## src/rtl/nwp_pkg.sv

```systemverilog
package nwp_pkg;

  localparam int NWP_ADDR_W = 14;
  localparam int NWP_NIB_W  = 4;
  localparam int NWP_BYTE_W = 8;

  typedef enum logic {
    PH_HDR  = 1'b0,
    PH_DATA = 1'b1
  } phase_e;

endpackage

```

## src/rtl/nwp_rst_sync.sv

```systemverilog
module nwp_rst_sync (
  input  logic clk,
  input  logic rst_n,
  output logic rst_sync_n
);

  logic [1:0] sync_q;

  always_ff @(posedge clk or negedge rst_n) begin
    if (!rst_n) begin
      sync_q <= 2'b00;
    end else begin
      sync_q <= {sync_q[0], 1'b1};
    end
  end

  assign rst_sync_n = sync_q[1];

endmodule

```

## src/rtl/nwp_framer.sv

```systemverilog
module nwp_framer
  import nwp_pkg::*;
#(
  parameter int NIB_W  = 4,
  parameter int HDR_W  = 16,
  parameter int BYTE_W = 8
) (
  input  logic              clk,
  input  logic              rst_n,
  input  logic              cs_n,
  input  logic [NIB_W-1:0]  nib,
  output logic              active,
  output logic              hdr_fire,
  output logic [HDR_W-1:0]  hdr_word,
  output logic              byte_fire,
  output logic [BYTE_W-1:0] byte_word,
  output logic              end_fire
);

  localparam int HDR_NIBS  = HDR_W / NIB_W;
  localparam int BYTE_NIBS = BYTE_W / NIB_W;
  localparam int CNT_W     = (HDR_NIBS > 2) ? $clog2(HDR_NIBS) : 1;
  localparam int SHIFT_W   = HDR_W - NIB_W;
  localparam logic [CNT_W-1:0] HDR_LAST  = CNT_W'(HDR_NIBS - 1);
  localparam logic [CNT_W-1:0] BYTE_LAST = CNT_W'(BYTE_NIBS - 1);

  logic               active_q, active_d;
  phase_e             phase_q, phase_d;
  logic [CNT_W-1:0]   cnt_q, cnt_d;
  logic [SHIFT_W-1:0] shift_q, shift_d;
  logic               shift_en;
  logic               sample;
  logic               hdr_last;
  logic               byte_last;

  assign sample    = !cs_n;
  assign hdr_last  = (phase_q == PH_HDR)  && (cnt_q == HDR_LAST);
  assign byte_last = (phase_q == PH_DATA) && (cnt_q == BYTE_LAST);

  always_comb begin
    active_d = sample;
    phase_d  = phase_q;
    cnt_d    = cnt_q;
    shift_en = sample;
    shift_d  = {shift_q[SHIFT_W-NIB_W-1:0], nib};
    if (!sample) begin
      phase_d = PH_HDR;
      cnt_d   = '0;
    end else if (hdr_last || byte_last) begin
      phase_d = PH_DATA;
      cnt_d   = '0;
    end else begin
      cnt_d = cnt_q + CNT_W'(1);
    end
  end

  always_ff @(posedge clk or negedge rst_n) begin
    if (!rst_n) begin
      active_q <= 1'b0;
      phase_q  <= PH_HDR;
      cnt_q    <= '0;
    end else begin
      active_q <= active_d;
      phase_q  <= phase_d;
      cnt_q    <= cnt_d;
    end
  end

  always_ff @(posedge clk or negedge rst_n) begin
    if (!rst_n) begin
      shift_q <= '0;
    end else if (shift_en) begin
      shift_q <= shift_d;
    end
  end

  assign active    = active_q;
  assign hdr_fire  = sample && hdr_last;
  assign byte_fire = sample && byte_last;
  assign hdr_word  = {shift_q, nib};
  assign byte_word = {shift_q[BYTE_W-NIB_W-1:0], nib};
  assign end_fire  = cs_n && active_q;

endmodule

```

## src/rtl/nwp_addr_gen.sv

```systemverilog
module nwp_addr_gen #(
  parameter int ADDR_W = 14,
  parameter int BYTE_W = 8
) (
  input  logic              clk,
  input  logic              rst_n,
  input  logic              hdr_fire,
  input  logic [ADDR_W-1:0] hdr_addr,
  input  logic              hdr_rd,
  input  logic              byte_fire,
  input  logic [BYTE_W-1:0] byte_word,
  output logic              byte_ok,
  output logic              wr_en,
  output logic [ADDR_W-1:0] wr_addr,
  output logic [BYTE_W-1:0] wr_data
);

  logic [ADDR_W-1:0] addr_q, addr_d;
  logic              rd_q, rd_d;
  logic              addr_en;
  logic              wr_en_q, wr_en_d;
  logic [ADDR_W-1:0] wr_addr_q;
  logic [BYTE_W-1:0] wr_data_q;

  assign byte_ok = byte_fire && !rd_q;

  always_comb begin
    addr_en = 1'b0;
    addr_d  = addr_q;
    rd_d    = rd_q;
    if (hdr_fire) begin
      addr_en = 1'b1;
      addr_d  = hdr_addr;
      rd_d    = hdr_rd;
    end else if (byte_ok) begin
      addr_en = 1'b1;
      addr_d  = addr_q - ADDR_W'(1);
    end
    wr_en_d = byte_ok;
  end

  always_ff @(posedge clk or negedge rst_n) begin
    if (!rst_n) begin
      addr_q <= '0;
      rd_q   <= 1'b0;
    end else if (addr_en) begin
      addr_q <= addr_d;
      rd_q   <= rd_d;
    end
  end

  always_ff @(posedge clk or negedge rst_n) begin
    if (!rst_n) begin
      wr_en_q <= 1'b0;
    end else begin
      wr_en_q <= wr_en_d;
    end
  end

  always_ff @(posedge clk or negedge rst_n) begin
    if (!rst_n) begin
      wr_addr_q <= '0;
      wr_data_q <= '0;
    end else if (byte_ok) begin
      wr_addr_q <= addr_q;
      wr_data_q <= byte_word;
    end
  end

  assign wr_en   = wr_en_q;
  assign wr_addr = wr_addr_q;
  assign wr_data = wr_data_q;

endmodule

```

## src/rtl/nwp_sync_gen.sv

```systemverilog
module nwp_sync_gen (
  input  logic clk,
  input  logic rst_n,
  input  logic hdr_fire,
  input  logic hdr_rd,
  input  logic hdr_sync,
  input  logic byte_ok,
  input  logic end_fire,
  output logic sync_pulse
);

  logic req_q, req_d;
  logic seen_q, seen_d;
  logic pulse_q, pulse_d;

  always_comb begin
    req_d  = req_q;
    seen_d = seen_q;
    if (hdr_fire) begin
      req_d  = hdr_sync && !hdr_rd;
      seen_d = 1'b0;
    end else if (end_fire) begin
      req_d  = 1'b0;
      seen_d = 1'b0;
    end else if (byte_ok) begin
      seen_d = 1'b1;
    end
    pulse_d = end_fire && req_q && seen_q;
  end

  always_ff @(posedge clk or negedge rst_n) begin
    if (!rst_n) begin
      req_q   <= 1'b0;
      seen_q  <= 1'b0;
      pulse_q <= 1'b0;
    end else begin
      req_q   <= req_d;
      seen_q  <= seen_d;
      pulse_q <= pulse_d;
    end
  end

  assign sync_pulse = pulse_q;

endmodule

```

## src/rtl/nibble_cfg_port.sv

```systemverilog
module nibble_cfg_port
  import nwp_pkg::*;
#(
  parameter int ADDR_W = NWP_ADDR_W,
  parameter int NIB_W  = NWP_NIB_W,
  parameter int BYTE_W = NWP_BYTE_W
) (
  input  logic              clk,
  input  logic              rst_n,
  input  logic              cs_n,
  input  logic [NIB_W-1:0]  nib_in,
  output logic              wr_en,
  output logic [ADDR_W-1:0] wr_addr,
  output logic [BYTE_W-1:0] wr_data,
  output logic              sync_pulse,
  output logic              busy
);

  localparam int HDR_W   = ADDR_W + 2;
  localparam int RD_BIT  = HDR_W - 1;
  localparam int SYN_BIT = HDR_W - 2;

  logic              rst_sync_n;
  logic              hdr_fire;
  logic [HDR_W-1:0]  hdr_word;
  logic              byte_fire;
  logic [BYTE_W-1:0] byte_word;
  logic              end_fire;
  logic              byte_ok;

  nwp_rst_sync u_rst (
    .clk        (clk),
    .rst_n      (rst_n),
    .rst_sync_n (rst_sync_n)
  );

  nwp_framer #(
    .NIB_W  (NIB_W),
    .HDR_W  (HDR_W),
    .BYTE_W (BYTE_W)
  ) u_framer (
    .clk       (clk),
    .rst_n     (rst_sync_n),
    .cs_n      (cs_n),
    .nib       (nib_in),
    .active    (busy),
    .hdr_fire  (hdr_fire),
    .hdr_word  (hdr_word),
    .byte_fire (byte_fire),
    .byte_word (byte_word),
    .end_fire  (end_fire)
  );

  nwp_addr_gen #(
    .ADDR_W (ADDR_W),
    .BYTE_W (BYTE_W)
  ) u_addr (
    .clk       (clk),
    .rst_n     (rst_sync_n),
    .hdr_fire  (hdr_fire),
    .hdr_addr  (hdr_word[ADDR_W-1:0]),
    .hdr_rd    (hdr_word[RD_BIT]),
    .byte_fire (byte_fire),
    .byte_word (byte_word),
    .byte_ok   (byte_ok),
    .wr_en     (wr_en),
    .wr_addr   (wr_addr),
    .wr_data   (wr_data)
  );

  nwp_sync_gen u_sync (
    .clk        (clk),
    .rst_n      (rst_sync_n),
    .hdr_fire   (hdr_fire),
    .hdr_rd     (hdr_word[RD_BIT]),
    .hdr_sync   (hdr_word[SYN_BIT]),
    .byte_ok    (byte_ok),
    .end_fire   (end_fire),
    .sync_pulse (sync_pulse)
  );

endmodule

```

## config.mk

```make
export PLATFORM = sky130hd
export DESIGN_NAME = nibble_cfg_port
export DESIGN_NICKNAME = d
export VERILOG_FILES = /design/src/rtl/nwp_pkg.sv /design/src/rtl/nwp_rst_sync.sv /design/src/rtl/nwp_framer.sv /design/src/rtl/nwp_addr_gen.sv /design/src/rtl/nwp_sync_gen.sv /design/src/rtl/nibble_cfg_port.sv
export SDC_FILE = /design/constraint.sdc
export NUM_CORES = 1
export LEC_CHECK = 0
export BUFFER_PORTS_ARGS = -buffer_cell sky130_fd_sc_hd__buf_4
export CAP_MARGIN = 25
export CORE_MARGIN = 2
export CORE_UTILIZATION = 40
export DETAILED_ROUTE_END_ITERATION = 8
export MAX_ROUTING_LAYER = met4
export PLACE_DENSITY = 0.67
export SLEW_MARGIN = 20
export SYNTH_ARGS = -nofsm -noshare
export SYNTH_HDL_FRONTEND = slang
export SYNTH_SLANG_ARGS = --single-unit
```

## constraint.sdc

```tcl
create_clock -name clk -period 2.33 [get_ports clk]
set_input_delay 0 -clock clk [delete_from_list [all_inputs] [get_ports clk]]
set_output_delay 0 -clock clk [all_outputs]
set_load 0.01 [all_outputs]
```

==> run summary <==
status: finished clean
largest cells by area after synthesis: dfrtp_1 60%, nand2_1 12%, mux2_2 5.5%
Total GRT Usage: 17.72%
final WL: 4.977 mm
final core occ: 52.41%
# setup viols final: 0
sequential fraction of the synthesis area: 60.11%
hold_ws: 0.3492 ns
area of the multi-input gates: 917.1 µm²
Worst Path Required: 2.54 ns
hold depth: 0
# Max-Cap Violations: 0
diode count: 0
worst-path fanout max: 5
maximum clock path buffer count: 2
Critical R2R Launch: u_addr.addr_q[0]$_DFFE_PN0P_
synth-to-layout area growth: 26.34%
GRT overflow: 0
worst-margin pin slew: 0.8228 ns
root buffer cell: clkbuf_8
Register Area: 1478 µm²
EDFF count, synth: 0
final antenna-violating net count: 0
Post-Syn Instances: 238
largest net degree at the start of global routing: 40
post-cts hold buffer count: 7
Mapped Area: 2456 µm²
peak supply drop: 0.4942 mV
Synth Flop Type: dfrtp_1
Post-synth ARST share: 100.0%
FP Rows: 28
Sink Count: 59
synth warn: 0
Max Fclk: 464.9 MHz
flops & latches, synth: 59
crit path launch type: register
I/O Buffers: 31
Synth cell types: 36
PwrDens: 1089 nW/µm²
Hold Crit Class: register to register
Post CTS Setup Buffer Count: 0
final hold viol count: 0
Clock transition at path regs: 0.07 ns
R2R cell count: 6
io pins: 32
global-route wire length before repair: 8.652 mm
setup TNS after final layout: 0 ns
Vias/cell: 5.055
final instance area: 3103 µm²
crit share post-route: 92.32%
commonest non-fill, non-tap cell in the layout: nand2_1
number of H-tree levels: 3
layout cells sized above 1: 24.65%
pre-CTS setup slack: 0.1955 ns
most frequent cells in the layout: 79 x nand2_1, 58 x dfrtp_1, 38 x buf_4
min cycle time layout: 2.151 ns
Final Max Slew Viols: 0
routed via count: 1835
initial antenna violation count: 0
fin nets: 293
Placer Congestion: 0.8689
total CTS buffers: 9
R2R Setup Slk: 0.18 ns
post_cts resized: 0
DRT Pass-1 Iters: 4
initial cell density of the core: 41.48%
worst skew pair latency: 0.33 ns
Setup Skew: 0.006720 ns
Placed Area: 2793 µm²
unrepaired setup endpoints after global routing: false
# DRC: 0
vias in the first global route: 1837
Slew headroom: 45.15%
hpwl dp: 3.396 mm
Leakage: 1.560 nW
data arrival time of the critical path: 2.37 ns
largest area contributor in the netlist: dfrtp_1
routed len/inst: 13.71 µm
critical path class: register to register
DR iter-0 viols: 229
Synth top area share: 60.11%
Synth Net Count: 248
chip height: 82.36 µm
Final WS setup: 0.1789 ns
area of the die: 6783 µm²
Hold Path Sink: u_rst.sync_q[1]$_DFF_PN0_
Avg Cell Area, Syn: 10.32 µm²
Worst setup EP type: register
core area: 5921 µm²
worst r2r dst: u_addr.addr_q[8]$_DFFE_PN0P_
CTS tree: done
fill cell count: 563
HP Start: u_rst.sync_q[0]$_DFF_PN0_
Horiz. Die Dim: 82.36 µm
## cells in the mapped netlist, drive strengths merged, types with 3 or more instances
library cell / count
nor4: 3
buf: 5
nor2: 14
mux2: 12
nor3: 5
nand3: 4
ha: 3
dfrtp: 59
a21oi: 6
clkbuf: 6
inv: 4
a221o: 6
nand2: 79
o21ai: 6
## sequential cells by signal, summed over array words and instances, names as in the netlist
| register | cells |
|---|---|
| u_framer.cnt_q | 2 |
| u_framer.phase_q | 1 |
| u_sync.seen_q | 1 |
| u_sync.req_q | 1 |
| u_sync.sync_pulse | 1 |
| u_addr.wr_data | 8 |
| u_addr.wr_addr | 14 |
| u_framer.shift_q | 12 |
| u_addr.rd_q | 1 |
| u_framer.active | 1 |
| u_rst.sync_q | 2 |
| u_addr.addr_q | 14 |
| u_addr.wr_en | 1 |
## critical path: stages (launching register included)
cell	delay (ns)
dfrtp_1	0.41
inv_1	0.08
ha_1	0.20
or4b_4	0.51
or3_1	0.38
o211a_1	0.21
a221o_1	0.25
## power breakdown
group	switching [mW]	internal [mW]	total, mW	leakage, nW
combinational	0.347	0.386	0.733	0.682
clock	0.401	0.708	1.11	0.119
sequential	0.250	1.29	1.54	0.758
## per-layer routing
| metal | part of all wire, % | GRT usage (%) |
|---|---|---|
| met5 | 0 | - |
| met4 | 2.1 | 9.000 |
| met3 | 5.3 | 3.261 |
| met2 | 45 | 26.21 |
| met1 | 47 | 23.43 |
## through the flow
stage	power, mW	std cells
finish	3.379	363
global route	3.593	363
CTS	3.407	363
detailed placement	2.283	340
global placement	2.255	340
floorplan	1.970	238
## layout make-up
| class | count | area share (%) |
|---|---|---|
| flip-flops and latches | 59 | 47.62 |
| well taps | 75 | 3.024 |
| multi-input cells | 163 | 29.56 |
| clock buffers | 9 | 3.992 |
| repair buffers | 45 | 11.45 |
| clock inverters | 7 | 3.750 |
| inverters | 5 | 0.6048 |
## kinds of logic after synthesis
| kind of cell | Yosys count | synth area share (%) |
|---|---|---|
| AND/OR/NAND/NOR | 116 | 20.68 |
| XOR/XNOR | 1 | 0.3567 |
| multiplexers | 14 | 6.317 |
| flip-flops | 59 | 60.11 |
| AO/OA/AOI/OAI | 28 | 8.304 |
| buffers and inverters | 16 | 2.547 |
| adder cells (fa/ha/maj) | 3 | 1.528 |
| other | 1 | 0.1527 |
## worst max path at each step
stage                                               to                          from  slack, ns  cells after the start
after CTS                 u_addr.addr_q[8]$_DFFE_PN0P_  u_addr.addr_q[0]$_DFFE_PN0P_       0.18                      6
after floorplan           u_addr.addr_q[8]$_DFFE_PN0P_  u_addr.addr_q[0]$_DFFE_PN0P_       0.28                      6
after global placement    u_addr.addr_q[8]$_DFFE_PN0P_  u_addr.addr_q[0]$_DFFE_PN0P_       0.23                      6
final                     u_addr.addr_q[8]$_DFFE_PN0P_  u_addr.addr_q[0]$_DFFE_PN0P_       0.18                      6
after global routing      u_addr.addr_q[8]$_DFFE_PN0P_  u_addr.addr_q[0]$_DFFE_PN0P_       0.07                      6
after detailed placement  u_addr.addr_q[8]$_DFFE_PN0P_  u_addr.addr_q[0]$_DFFE_PN0P_       0.20                      6
(Power assumes the default switching activity.)
